==> config.mk <==
export PLATFORM = sky130hd
export DESIGN_NAME = uart_rx_status
export DESIGN_NICKNAME = d
export VERILOG_FILES = /design/src/rtl/uart_rx_status_pkg.sv /design/src/rtl/rxsf_flag_cell.sv /design/src/rtl/rxsf_data_hold.sv /design/src/rtl/rxsf_irq_gen.sv /design/src/rtl/uart_rx_status.sv
export SDC_FILE = /design/constraint.sdc
export NUM_CORES = 1
export LEC_CHECK = 0
export BUFFER_PORTS_ARGS = -buffer_cell sky130_fd_sc_hd__buf_2
export CAP_MARGIN = 20
export CORE_MARGIN = 1.5
export CORE_UTILIZATION = 50
export DETAILED_ROUTE_END_ITERATION = 10
export GPL_TIMING_DRIVEN = 1
export PLACE_DENSITY = 0.77
export RECOVER_POWER = 100
export SKIP_LAST_GASP = 1
export SLEW_MARGIN = 20
export SYNTH_ARGS = -nofsm -noshare
export SYNTH_HDL_FRONTEND = slang
export SYNTH_SLANG_ARGS = --single-unit
export TNS_END_PERCENT = 10
==> constraint.sdc <==
create_clock -name clk -period 4.22 [get_ports clk]
set_clock_uncertainty 0.15 [all_clocks]
set_input_delay 0.422 -clock clk [delete_from_list [all_inputs] [get_ports clk]]
set_output_delay 0.422 -clock clk [all_outputs]
set_load 0.02 [all_outputs]
==> src/rtl/uart_rx_status_pkg.sv <==
package uart_rx_status_pkg;
  localparam int FLAG_N   = 4;
  localparam int FLAG_RXF = 0;
  localparam int FLAG_OVR = 1;
  localparam int FLAG_FE  = 2;
  localparam int FLAG_PE  = 3;

  typedef enum logic [1:0] {
    REG_STAT = 2'd0,
    REG_DATA = 2'd1,
    REG_CTRL = 2'd2,
    REG_NONE = 2'd3
  } reg_sel_e;
endpackage

==> src/rtl/rxsf_flag_cell.sv <==
module rxsf_flag_cell (
  input  logic clk,
  input  logic rst,
  input  logic set_i,
  input  logic stat_rd_i,
  input  logic data_rd_i,
  output logic flag_d_o,
  output logic flag_o,
  output logic armed_o
);
  logic flag_q, armed_q, armed_d;

  // a set wins over a clear landing on the same edge
  always_comb begin
    flag_d_o = flag_q;
    if (set_i)                    flag_d_o = 1'b1;
    else if (data_rd_i && armed_q) flag_d_o = 1'b0;
    armed_d = armed_q;
    if (data_rd_i)      armed_d = 1'b0;
    else if (stat_rd_i) armed_d = flag_q;   // only what the read returned
  end

  always_ff @(posedge clk) begin
    if (rst) begin
      flag_q  <= 1'b0;
      armed_q <= 1'b0;
    end else begin
      flag_q  <= flag_d_o;
      armed_q <= armed_d;
    end
  end

  assign flag_o  = flag_q;
  assign armed_o = armed_q;
endmodule

==> src/rtl/rxsf_data_hold.sv <==
module rxsf_data_hold #(
  parameter int DW = 8
) (
  input  logic          clk,
  input  logic          rst,
  input  logic          load_i,
  input  logic [DW-1:0] byte_i,
  output logic [DW-1:0] held_o
);
  always_ff @(posedge clk) begin
    if (rst)         held_o <= '0;
    else if (load_i) held_o <= byte_i;
  end
endmodule

==> src/rtl/rxsf_irq_gen.sv <==
module rxsf_irq_gen
  import uart_rx_status_pkg::*;
(
  input  logic              clk,
  input  logic              rst,
  input  logic [FLAG_N-1:0] flag_d_i,
  input  logic [FLAG_N-1:0] en_d_i,
  output logic              err_irq_o,
  output logic              rx_irq_o
);
  logic [FLAG_N-1:0] gated;
  assign gated = flag_d_i & en_d_i;

  always_ff @(posedge clk) begin
    if (rst) begin
      err_irq_o <= 1'b0;
      rx_irq_o  <= 1'b0;
    end else begin
      err_irq_o <= gated[FLAG_OVR] | gated[FLAG_FE] | gated[FLAG_PE];
      rx_irq_o  <= gated[FLAG_RXF];
    end
  end
endmodule

==> src/rtl/uart_rx_status.sv <==
module uart_rx_status
  import uart_rx_status_pkg::*;
#(
  parameter int DW = 8
) (
  input  logic          clk,
  input  logic          rst,
  input  logic          byte_done_i,
  input  logic [DW-1:0] byte_i,
  input  logic          stop_bit_i,
  input  logic          parity_ok_i,
  input  logic          rd_en_i,
  input  logic          wr_en_i,
  input  logic [1:0]    addr_i,
  input  logic [DW-1:0] wr_data_i,
  output logic [DW-1:0] rd_data_o,
  output logic          err_irq_o,
  output logic          rx_irq_o
);
  localparam int PAD = DW - FLAG_N;

  logic              stat_rd, data_rd, ctrl_wr, accept;
  logic [FLAG_N-1:0] set_vec, flag_d, flag_q, armed_q, en_q, en_d;
  logic [DW-1:0]     held_q;

  assign stat_rd = rd_en_i && (addr_i == REG_STAT);
  assign data_rd = rd_en_i && (addr_i == REG_DATA);
  assign ctrl_wr = wr_en_i && (addr_i == REG_CTRL);

  // a byte is taken when nothing is pending or the pending one is being cleared now
  assign accept = byte_done_i && (!flag_q[FLAG_RXF] || (data_rd && armed_q[FLAG_RXF]));

  always_comb begin
    set_vec           = '0;
    set_vec[FLAG_RXF] = accept;
    set_vec[FLAG_OVR] = byte_done_i && !accept;
    set_vec[FLAG_FE]  = byte_done_i && !stop_bit_i;
    set_vec[FLAG_PE]  = byte_done_i && !parity_ok_i;
  end

  for (genvar g = 0; g < FLAG_N; g++) begin : g_flag
    rxsf_flag_cell u_cell (
      .clk       (clk),
      .rst       (rst),
      .set_i     (set_vec[g]),
      .stat_rd_i (stat_rd),
      .data_rd_i (data_rd),
      .flag_d_o  (flag_d[g]),
      .flag_o    (flag_q[g]),
      .armed_o   (armed_q[g])
    );
  end

  rxsf_data_hold #(.DW(DW)) u_hold (
    .clk    (clk),
    .rst    (rst),
    .load_i (accept),
    .byte_i (byte_i),
    .held_o (held_q)
  );

  assign en_d = ctrl_wr ? wr_data_i[FLAG_N-1:0] : en_q;

  always_ff @(posedge clk) begin
    if (rst) en_q <= '0;
    else     en_q <= en_d;
  end

  rxsf_irq_gen u_irq (
    .clk       (clk),
    .rst       (rst),
    .flag_d_i  (flag_d),
    .en_d_i    (en_d),
    .err_irq_o (err_irq_o),
    .rx_irq_o  (rx_irq_o)
  );

  always_ff @(posedge clk) begin
    if (rst) rd_data_o <= '0;
    else if (rd_en_i) begin
      unique case (addr_i)
        REG_STAT: rd_data_o <= {{PAD{1'b0}}, flag_q};
        REG_DATA: rd_data_o <= held_q;
        REG_CTRL: rd_data_o <= {{PAD{1'b0}}, en_q};
        default:  rd_data_o <= '0;
      endcase
    end
  end
endmodule

==> flow_metrics.tcl, run 1 <==
set metrics [dict create \
    outcome "finished, violations left" \
    violations "capacitance limit, slew limit" \
    layout_common_cells "30 x dfxtp_1, 27 x nor2_1, 18 x buf_2" \
    yosys.area.top_type "dfxtp_1" \
    hold_viol 0 \
    pre_cts_slack_ns 1.87 \
    rsz0062_at_grt "no" \
    portBuffers 30 \
    finalSetupViolations 0 \
    worstHoldPathType "in2reg" \
    route.antenna.remaining_nets 0 \
    start_util 0.543 \
    grt_pass1_vias 951 \
    wl_um 2580 \
    worstPathArrival_ns 2.81 \
    synth_top_area_share 0.490 \
    grt.total_usage 0.219 \
    syn_avg_cell_area_sq_um 9.42 \
    path_max_fanout 17 \
    syn-cell-area_sq_um 1220 \
    cts_root_buffer "clkbuf_4" \
    tritoncts "yes" \
    ys_top_cells_by_area "dfxtp_1 49%, mux2i_1 13%, nor2_1 8.3%" \
    rows 17 \
    wl_per_cell_um 13.7 \
    viasPerCell 5.42 \
    setup_tns_ns 0 \
    drcViolationCount 0 \
    netlist_instances 130 \
    seq_area_frac_synth 0.490 \
    h-tree-depth 2 \
    min_period_ns 2.78 \
    grt_antenna_before_repair 0 \
    gp_congestion 0.714 \
    max_stage_delay_ns 1.24 \
    finalCritPeriodShare 0.659 \
    endpoint_kind "register" \
    drv_cap 1 \
    finalPower_mw 0.568 \
    mostFrequentLayoutCell "dfxtp_1" \
    setup_slack_ns 1.44 \
    crit_type "in2reg" \
    synth_fp_nets 155 \
    grt_max_degree 33 \
    routed-via-count 1025 \
    holdWs_ns 0.192 \
    dp_hpwl_um 1820 \
    slew_headroom -0.0502 \
    clk_pin_slew_ns 0.08 \
    nNetsFinal 185 \
    slowest_stage "a21boi_0" \
    die_w_um 52.5 \
    path_cells "clkbuf_1, nand4b_2, a21boi_0, mux2i_1, nor2_1" \
    cp-start-kind "input pin" \
    die_h_um 52.5 \
    diodes 0 \
    insertion_delay_ns 0.32 \
    fmaxAchievable_mhz 359 \
    first_pass_iters 4 \
    clockBufferDepth 2 \
    p_leak_nw 0.595 \
    worst_pin_slew_ns 1.56 \
    die_area_sq_um 2760 \
    core-area_sq_um 2250 \
    grt_pass1_wl_um 4170 \
    drive_gt1_frac 0.168 \
    cts_buffers 5 \
    ys_warn_count 0 \
    grt.overflow.total 0 \
    io_pins 35 \
    synth-seq-cells 30 \
    drtIter0Drc 16 \
    cts_resized 0 \
    ir_drop_mv 0.303 \
    required_ns 4.25 \
    synthDistinctLibCells 21 \
    post_cts_buffers 0 \
    power.density_nw_per_um2 401 \
    report.final.slew_viol_count 9 \
    hold_buffers 0 \
    syn_to_final_growth_pct 15.7 \
    clkSinkCount 30 \
]
final timing paths:
kind,startpoint,end,slack [ns],cells after the start
setup / recovery,rd_en_i,u_hold.held_o[3]$_SDFFE_PP0P_,1.44,5
hold / removal,byte_i[0],u_hold.held_o[0]$_SDFFE_PP0P_,0.19,3
setup reg to reg,g_flag[0].u_cell.armed_o$_SDFFE_PP0P_,u_hold.held_o[3]$_SDFFE_PP0P_,1.83,4
hold reg to reg,g_flag[1].u_cell.armed_o$_SDFFE_PP0P_,g_flag[1].u_cell.armed_o$_SDFFE_PP0P_,0.31,2
critical path, delay by kind of cell:
kind                   cells  cell delay (ns)
multiplexers               1             0.31
AO/OA/AOI/OAI              1             1.24
AND/OR/NAND/NOR            2             0.27
buffers and inverters      1             0.57
cell type report:
cell class,count,area [sq um]
fillers,220,837
flip-flops and latches,30,601
multi-input cells,93,568
repair buffers,30,135
clock buffers,8,78.8
well taps,28,35.0
flip-flops by register name, indices dropped and copies added (netlist names):
register               cells
g_flag.u_cell.flag_o       4
g_flag.u_cell.armed_o      4
u_irq.rx_irq_o             1
u_irq.err_irq_o            1
en_q                       4
u_hold.held_o              8
rd_data_o                  8
Yosys cell counts, drive strengths merged:
master,count
clkbuf,4
nor2b,7
dfxtp,30
a21boi,1
a21oi,15
buf,3
o21ai,1
and2,1
mux2i,16
nand3b,5
nor2,27
a32oi,1
nand4b,3
nand2b,2
or3,1
nand2,5
a211oi,5
nor3,3
power by group:
part	switching, mW	total (mW)	internal (mW)
registers	0.00738	0.303	0.296
clock network	0.0910	0.205	0.114
logic	0.0360	0.0608	0.0248
logic make-up after synthesis:
group	after synthesis	synth area share
AND/OR/NAND/NOR	54	0.241
buffers and inverters	7	0.0286
multiplexers	16	0.131
AO/OA/AOI/OAI	23	0.109
flip-flops	30	0.490
through the flow:
step / utilization / area, sq um / std cells
6_report: 0.629 / 1420 / 189
5_1_grt: 0.629 / 1420 / 189
4_1_cts: 0.645 / 1450 / 189
3_3_place_gp: 0.610 / 1380 / 181
3_5_place_dp: 0.610 / 1380 / 181
2_1_floorplan: - / 1220 / 130
per-layer routing:
layer	vias up	track usage	wire length [um]
met5	-	0	0
met4	0	0.0897	13
met3	2	0.0886	125
met2	30	0.344	1270
met1	479	0.264	1170
li1	514	-	-
Power figures use the tool's default switching activity.
==> run 2, diff against run 1 <==
Settings changed: CORE_UTILIZATION 50 to 45, PLACE_DENSITY 0.77 to 0.73.
Clock period 4.22 ns to 2.5 ns, I/O delays scaled along.
==> flow_metrics.tcl, run 2 (same netlist as run 1, synthesis figures left out) <==
set metrics [dict create \
    slowest_stage "clkbuf_1" \
    h-tree-depth 2 \
    cts_resized 0 \
    finalSetupViolations 0 \
    nNetsFinal 187 \
    path_common_cell "clkbuf_1" \
    layout_common_cells "30 x dfxtp_1, 27 x nor2_1, 18 x buf_2" \
    die_w_um 55.2 \
    finalNonFillerCells 191 \
    max_stage_delay_ns 0.55 \
    grt_pass1_vias 924 \
    seqPwrFrac 0.570 \
    worst_pin_slew_ns 0.689 \
    grt.overflow.total 0 \
    grt_max_degree 33 \
    viasPerCell 5.31 \
    pre_cts_slack_ns 0.643 \
    min_period_ns 1.91 \
    switching_share 0.255 \
    dp_cells 185 \
    p_switching_mw 0.228 \
    grt.total_usage 0.194 \
    mostFrequentLayoutCell "dfxtp_1" \
    design_area_sq_um 1400 \
    portBuffers 30 \
    tritoncts "yes" \
    holdWs_ns 0.00698 \
    finalPower_mw 0.896 \
    routed-via-count 1014 \
    finalCritPeriodShare 0.763 \
    report.final.slew_viol_count 0 \
    cts_root_buffer "clkbuf_4" \
    intPower_mw 0.668 \
    rows 18 \
    start_util 0.486 \
    post_dp_cell_area_sq_um 1390 \
    comb_power_share 0.114 \
    gp_congestion 0.701 \
    die_h_um 55.2 \
    drtIter0Drc 17 \
    route.antenna.remaining_nets 0 \
    clkSinkCount 30 \
    worstPathArrival_ns 1.98 \
    fin_util 0.557 \
    first_pass_iters 4 \
    worstHoldPathType "in2reg" \
    clk_pin_slew_ns 0.09 \
    path_max_fanout 16 \
    crit_type "in2reg" \
    endpoint_kind "register" \
    cts_buffers 5 \
    required_ns 2.58 \
    wl_per_cell_um 13.0 \
    power.density_nw_per_um2 638 \
    grt_antenna_before_repair 0 \
    cp-start-kind "input pin" \
    grt_pass1_wl_um 3940 \
    rsz0062_at_grt "no" \
    drcViolationCount 0 \
    setup_slack_ns 0.592 \
    syn_to_final_growth_pct 14.6 \
    slew_headroom 0.541 \
    path_cells "clkbuf_1, clkbuf_1, nand2b_1, o21ai_0, a211oi_1, or3_1" \
    wl_um 2490 \
    cp.buffers_inverters 2 \
    clockBufferDepth 2 \
    outcome "complete, no violations" \
    ir_drop_mv 0.397 \
    largest_registers "rd_data_o: 8 flops, u_hold.held_o: 8 flops" \
    hold_viol 0 \
    io_pins 35 \
    die_area_sq_um 3040 \
    p_leak_nw 0.588 \
    post_cts_buffers 0 \
    fmaxAchievable_mhz 524 \
    crit_family "buffers and inverters" \
    core-area_sq_um 2520 \
    insertion_delay_ns 0.33 \
    drv_cap 0 \
    power_frac_clock 0.317 \
    diodes 0 \
    drive_gt1_frac 0.161 \
    hold_buffers 0 \
    setup_tns_ns 0 \
    dp_hpwl_um 1770 \
]
==> run 2: changes by cell type in the layout (fill, tap and decap cells not counted) <==
cell | before | now
clkbuf_1 | 12 | 13
buf_4 | 0 | 1
clkbuf_8 | 3 | 1
a21boi_0 | 1 | 0
a21boi_1 | 0 | 1
==> run 2: cell type report <==
| cell class | instances | area, sq um |
|---|---|---|
| clock buffer | 6 | 51.3 |
| fill | 261 | 1120 |
| multi-input combinational | 93 | 568 |
| sequential | 30 | 601 |
| tap | 30 | 37.5 |
| timing repair buffer | 32 | 146 |
==> run 2: worst paths after layout <==
| kind | startpoint | end | slack, ns | cells after the start |
|---|---|---|---|---|
| setup / recovery | rd_en_i | u_irq.err_irq_o$_SDFF_PP0_ | 0.59 | 6 |
| hold / removal | byte_i[0] | u_hold.held_o[0]$_SDFFE_PP0P_ | 0.007 | 3 |
| setup reg to reg | g_flag[0].u_cell.armed_o$_SDFFE_PP0P_ | u_hold.held_o[4]$_SDFFE_PP0P_ | 0.79 | 5 |
| hold reg to reg | g_flag[2].u_cell.armed_o$_SDFFE_PP0P_ | g_flag[2].u_cell.armed_o$_SDFFE_PP0P_ | 0.31 | 2 |
==> run 2: routing by layer <==
metal	global-route usage	vias to the layer above	wire length (um)
li1	-	510	-
met4	0.134	0	68
met2	0.315	26	1170
met5	0	-	0
met1	0.217	470	1110
met3	0.0591	8	147
==> run 2: power groups by stage <==
stage                     Sequential, mW  Combinational, mW  Clock, mW
after floorplan                    0.526             0.0644          0
after global placement             0.521              0.106          0
after detailed placement           0.522              0.108          0
after CTS                          0.511              0.108      0.289
after global routing               0.514              0.114      0.308
final                              0.511              0.102      0.284
==> run 2: tightest hold or removal path: cells and delay by family <==
family                 cells  cell delay (ns)
AND/OR/NAND/NOR            1             0.07
multiplexers               1             0.06
buffers and inverters      1             0.07
